`config.mk`:
```
export PLATFORM = sky130hd
export DESIGN_NAME = slphs_top
export DESIGN_NICKNAME = d
export VERILOG_FILES = /design/src/rtl/slphs_pkg.sv /design/src/rtl/slphs_dp.sv /design/src/rtl/slphs_ctrl.sv /design/src/rtl/slphs_top.sv
export SDC_FILE = /design/constraint.sdc
export NUM_CORES = 1
export LEC_CHECK = 0
export ABC_AREA = 1
export BUFFER_PORTS_ARGS = -buffer_cell sky130_fd_sc_hd__buf_2
export CELL_PAD_IN_SITES_DETAIL_PLACEMENT = 0
export CELL_PAD_IN_SITES_GLOBAL_PLACEMENT = 2
export CORE_UTILIZATION = 24
export DETAILED_ROUTE_END_ITERATION = 8
export GPL_TIMING_DRIVEN = 1
export PLACE_DENSITY = 0.67
export SYNTH_ARGS = -nofsm -noshare
export SYNTH_HDL_FRONTEND = slang
export SYNTH_SLANG_ARGS = --single-unit
```
`constraint.sdc`:
```
create_clock -name clk -period 1.2 [get_ports clk]
set_clock_uncertainty 0.1 [all_clocks]
set_input_delay 0.12 -clock clk [delete_from_list [all_inputs] [get_ports clk]]
set_output_delay 0.12 -clock clk [all_outputs]
set_load 0.02 [all_outputs]
```
`src/rtl/slphs_pkg.sv`:
```
package slphs_pkg;
  // One-hot phase encoding of the handshake controller
  typedef enum logic [4:0] {
    PH_IDLE  = 5'b00001,
    PH_DRAIN = 5'b00010,
    PH_SLEEP = 5'b00100,
    PH_PCI   = 5'b01000,
    PH_EXIT  = 5'b10000
  } phase_e;

  // Strobes from control to datapath
  typedef struct packed {
    logic capEn;  // suspend episode in progress: capture events
    logic clrEn;  // core awake: accept clear pulses
  } dpCtl_t;

  localparam int DEF_SYNC_STAGES = 2;
  localparam int EVT_COUNT       = 2;
endpackage

```
`src/rtl/slphs_dp.sv`:
```
module slphs_dp
  import slphs_pkg::*;
#(
  parameter int SYNC_STAGES = DEF_SYNC_STAGES,
  parameter int NUM_EVT     = EVT_COUNT
) (
  input  logic               clk,
  input  logic               rstN,
  input  logic               reqInN,
  input  dpCtl_t             ctl,
  input  logic [NUM_EVT-1:0] evtIn,
  input  logic [NUM_EVT-1:0] evtClr,
  output logic               reqOn,
  output logic [NUM_EVT-1:0] evtPend
);
  localparam int LAST = SYNC_STAGES - 1;

  logic [SYNC_STAGES-1:0] syncQ;

  // Request synchronizer; resets to the inactive (high) level
  always_ff @(posedge clk or negedge rstN) begin
    if (!rstN) syncQ <= '1;
    else       syncQ <= {syncQ[LAST-1:0], reqInN};
  end

  assign reqOn = ~syncQ[LAST];

  // One sticky latch per event kind
  for (genvar g = 0; g < NUM_EVT; g++) begin : g_evt
    always_ff @(posedge clk or negedge rstN) begin
      if (!rstN)                        evtPend[g] <= 1'b0;
      else if (ctl.capEn && evtIn[g])   evtPend[g] <= 1'b1;
      else if (ctl.clrEn && evtClr[g])  evtPend[g] <= 1'b0;
    end
  end
endmodule

```
`src/rtl/slphs_ctrl.sv`:
```
module slphs_ctrl
  import slphs_pkg::*;
(
  input  logic   clk,
  input  logic   rstN,
  input  logic   reqOn,
  input  logic   sleepEn,
  input  logic   coreBusy,
  input  logic   refreshActive,
  input  logic   pciReq,
  input  logic   pciActive,
  output dpCtl_t ctl,
  output logic   ackN
);
  phase_e phase, phaseNext;
  logic   reqEff, pciDone;

  assign reqEff  = reqOn & sleepEn;
  assign pciDone = ~pciReq & ~pciActive;

  always_comb begin
    phaseNext = phase;
    unique case (phase)
      PH_IDLE:  if (reqEff) phaseNext = PH_DRAIN;
      PH_DRAIN: begin
        if (!reqEff)                    phaseNext = PH_IDLE;
        else if (!coreBusy && pciDone)  phaseNext = PH_SLEEP;
      end
      PH_SLEEP: begin
        if (pciReq)                     phaseNext = PH_PCI;
        else if (!reqEff)               phaseNext = refreshActive ? PH_EXIT : PH_IDLE;
      end
      PH_PCI: begin
        if (pciDone) begin
          if (!reqEff)                  phaseNext = PH_IDLE;
          else if (coreBusy)            phaseNext = PH_DRAIN;
          else                          phaseNext = PH_SLEEP;
        end
      end
      PH_EXIT:  if (!refreshActive) phaseNext = PH_IDLE;
      default:  phaseNext = PH_IDLE;
    endcase
  end

  always_ff @(posedge clk or negedge rstN) begin
    if (!rstN) phase <= PH_IDLE;
    else       phase <= phaseNext;
  end

  assign ackN      = ~((phase == PH_SLEEP) | (phase == PH_EXIT));
  assign ctl.capEn = (phase == PH_SLEEP) | (phase == PH_PCI) | (phase == PH_EXIT);
  assign ctl.clrEn = (phase == PH_IDLE) | (phase == PH_DRAIN);
endmodule

```
`src/rtl/slphs_top.sv`:
```
module slphs_top
  import slphs_pkg::*;
#(
  parameter int SYNC_STAGES = DEF_SYNC_STAGES
) (
  input  logic clk,
  input  logic rstN,
  input  logic sleepReqN,
  input  logic sleepEn,
  input  logic coreBusy,
  input  logic refreshActive,
  input  logic pciReq,
  input  logic pciActive,
  input  logic intrIn,
  input  logic smiIn,
  input  logic intrClr,
  input  logic smiClr,
  output logic sleepAckN,
  output logic intrPend,
  output logic smiPend
);
  dpCtl_t                 ctl;
  logic                   reqOn;
  logic [EVT_COUNT-1:0]   evtPend;

  slphs_ctrl ctrl_i (
    .clk(clk), .rstN(rstN), .reqOn(reqOn), .sleepEn(sleepEn),
    .coreBusy(coreBusy), .refreshActive(refreshActive),
    .pciReq(pciReq), .pciActive(pciActive),
    .ctl(ctl), .ackN(sleepAckN)
  );

  slphs_dp #(.SYNC_STAGES(SYNC_STAGES), .NUM_EVT(EVT_COUNT)) dp_i (
    .clk(clk), .rstN(rstN), .reqInN(sleepReqN), .ctl(ctl),
    .evtIn({smiIn, intrIn}), .evtClr({smiClr, intrClr}),
    .reqOn(reqOn), .evtPend(evtPend)
  );

  assign intrPend = evtPend[0];
  assign smiPend  = evtPend[1];
endmodule

```
==> impl_metrics.toml <==
[setup_path]
critical_path.endpoint_type = "primary output"
worst_setup_path_startpoint = "ctrl_i.phase[0]"
cpPeakStageDelay_ns = 0.56
rr_startpoint = "ctrl_i.phase[0]"
critical_path_peak_fanout = 4
critical_path.cell_chain = "nor2_4, buf_4, a31oi_4, buf_6"
critical_path_buf_inv_count = 2
critPathTopFamily = "flip-flops"
worst-setup-path-type = "reg -> out"
cell_with_the_biggest_individual_delay_on_the_critical_path = "sky130_fd_sc_hd__dfstp_2"
worst-endpoint-arrival_ns = 1.28
critPathLaunchType = "flip-flop"
required_ns = 0.98

[route]
post_drt_wl_per_cell_um = 10.7
drt_drc_violations_left = 0
route.detailed.vias_per_inst = 4.42
via_count_of_the_routed_design = 646
route.antenna.remaining_nets = 0
first_pass_iters = 4
drt_iter0_markers = 11
finalWirelength_um = 1560

[worst_hold_path]
min_path_type = "in -> reg"
worstHoldStart = "smiClr"

[pwr]
power-per-cell-area_nw_per_um2 = 1530
worst_ir_drop_vdd_mv = 0.875
p_sw_mw = 0.596
power.internal_mw = 0.894
combinationalPowerShare = 0.561
power.clock.fraction = 0.159
switching_fraction = 0.400
p_seq_frac = 0.280
power.static_leakage_nw = 0.500

[yosys]
netlist.area_leader.share = 0.256
seq_area_frac_synth = 0.391
post_synth_instance_area_um2 = 586
synth_fp_nets = 91
ys_ff_latch = 9
netlist-cell-type-count = 19
post_syn_instances = 79
syn-mean-instance-area_um2 = 7.41
ys_top_cells_by_area = "sky130_fd_sc_hd__dfrtp_1 (26%), sky130_fd_sc_hd__nand2_1 (15%), sky130_fd_sc_hd__dfstp_2 (13%)"
yosysTopAreaCell = "sky130_fd_sc_hd__dfrtp_1"
synth_warnings = 0

[global_route]
global_route_wire_length_before_repair_um = 2660
grtUsageTotal = 0.141
pin_count_of_the_biggest_net_entering_global_routing = 10
grt_antenna_before_repair = 0
grt_pass1_vias = 629
overflow = 0

[floorplanning]
floorplan.die.width_um = 51.4
design.die.area_um2 = 2640
core_area_um2 = 2250
num_rows = 17
starting_utilization_of_the_core_area = 0.260
io_pins = 15
fp.dieH_um = 51.4

[timing]
worst_slew_margin_relative_to_its_limit = 0.834
timing.final.ws_setup_ns = -0.298
min_period_over_period = 1.25
setup-violations-final = 8
clock.fmax_mhz = 668
post-route-min-period_ns = 1.50
worst_slew_pin_slew_ns = 0.248
timing.final.max_slew_violations = 0
rsz_0062_raised_after_global_routing = "true"
report.final.hold_viol_count = 0

[final_layout]
nets = 131
area.growth.synth_to_final_pct = 66.2
diodes = 0
finish.cell_count_without_fillers = 146
final_layout_size_suffix_gt1_frac = 0.568
finish.utilization = 0.432

[clock_network]
clk-insertion-delay-late_ns = 0.26
tritoncts = "built"
cts-buffers-inserted = 3
root_buffer = "sky130_fd_sc_hd__clkbuf_4"
cts.sinks = 9
worst_path_clk_slew_ns = 0.06
cts_max_level = 1
clock_tree.buffer_depth = 2

[run_status]
failed_checks = "setup timing"
outcome = "complete, but fails checks"

[place]
placed_cells = 132
buffer_ports.inserted = 14
gp_congestion = 0.814
place_hpwl_um = 1160

[job]
max-cap-violations = 0
[logic make-up (layout without fill, tap and decap cells)]
logic type,count (synthesis),after routing,synth area share
DFF,9,9,0.391
buffers and inverters,17,56,0.109
and+or+nand+nor,45,45,0.423
AOI/OAI and AO/OA,8,8,0.0769
[per-layer routing]
layer  vias to the layer above  global-route usage  share of wire
met1                       307               0.161           0.44
met5                         -                   0              0
met2                        12               0.245           0.53
met3                         2              0.0298          0.028
met4                         0              0.0676         0.0051
li1                        325                   -              -
[area by class of cell]
type | count | area [um^2]
Sequential cell | 9 | 230
Fill cell | 243 | 1280
Timing Repair Buffer | 35 | 251
Inverter | 17 | 66.3
Multi-Input combinational cell | 53 | 364
Tap cell | 28 | 35.0
Clock buffer | 4 | 26.3
[worst reg2reg max path: stages, from the launching register on]
cell	delay (ns)
sky130_fd_sc_hd__dfstp_2	0.56
sky130_fd_sc_hd__buf_4	0.11
sky130_fd_sc_hd__inv_2	0.04
sky130_fd_sc_hd__nor2_4	0.09
sky130_fd_sc_hd__nand4_1	0.14
sky130_fd_sc_hd__nand3_2	0.12
sky130_fd_sc_hd__nor2_4	0.05
sky130_fd_sc_hd__nand2_1	0.06
sky130_fd_sc_hd__nand2_1	0.06
[Yosys cell counts, drive strengths merged]
cell type	instances
a21oi	1
a31oi	1
dfrtp	6
dfstp	3
inv	17
nand2	25
nand3	9
nand4	3
nor2	7
nor3	1
o21ai	6
[final timing paths]
path,to,slack (ns),cells past startpoint
worst max-delay path,sleepAckN,-0.30,4
worst min-delay path,dp_i.evtPend[1],0.04,4
worst max register to register,ctrl_i.phase[2],-0.24,8
worst min register to register,dp_i.syncQ[1],0.26,0
max in group asynchronous,ctrl_i.phase[0],0.60,2
min in group asynchronous,ctrl_i.phase[1],0.15,2
[power by group through the flow]
stage          clock, mW  sequential, mW  combinational [mW]
4_1_cts            0.251           0.415               0.712
2_1_floorplan          0           0.437               0.386
3_5_place_dp           0           0.423               0.610
5_1_grt            0.260           0.424               0.936
3_3_place_gp           0           0.420               0.627
6_report           0.236           0.418               0.836
[layout by cell type, fill, tap and decap left out, drive strengths merged]
cell type,instances
buf,31
nand2,25
inv,17
nand3,9
nor2,7
dfrtp,6
o21ai,6
dlygate4sd3,4
clkbuf,4
dfstp,3
nand4,3
a31oi,1
a21oi,1
nor3,1
[state kept, by name, summed over array words and instances (netlist names)]
| register | count |
|---|---|
| ctrl_i.phase | 5 |
| dp_i.evtPend | 2 |
| dp_i.syncQ | 2 |
[per-stage QoR]
stage	area (um^2)	setup TNS [ns]	hold slack (ns)	setup WS, ns	power (mW)
2_1_floorplan	604	-0.189	-0.276	-0.0502	0.823
3_3_place_gp	792	-1.12	-0.104	-0.225	1.05
3_5_place_dp	792	-0.951	-0.108	-0.173	1.03
4_1_cts	902	-1.73	0.0208	-0.312	1.38
5_1_grt	973	-2.30	0.0597	-0.355	1.62
6_report	973	-1.56	0.0353	-0.298	1.49
[what timing repair did]
action,4_1_cts,5_1_grt
endpoints found under the setup margin,8,8
pin swaps,6,9
gates cloned,0,0
hold endpoints to repair,12,0
gates resized for setup,8,11
buffers inserted,3,3
hold buffers,4,0
Note: power is estimated with default switching activity, not from simulation.
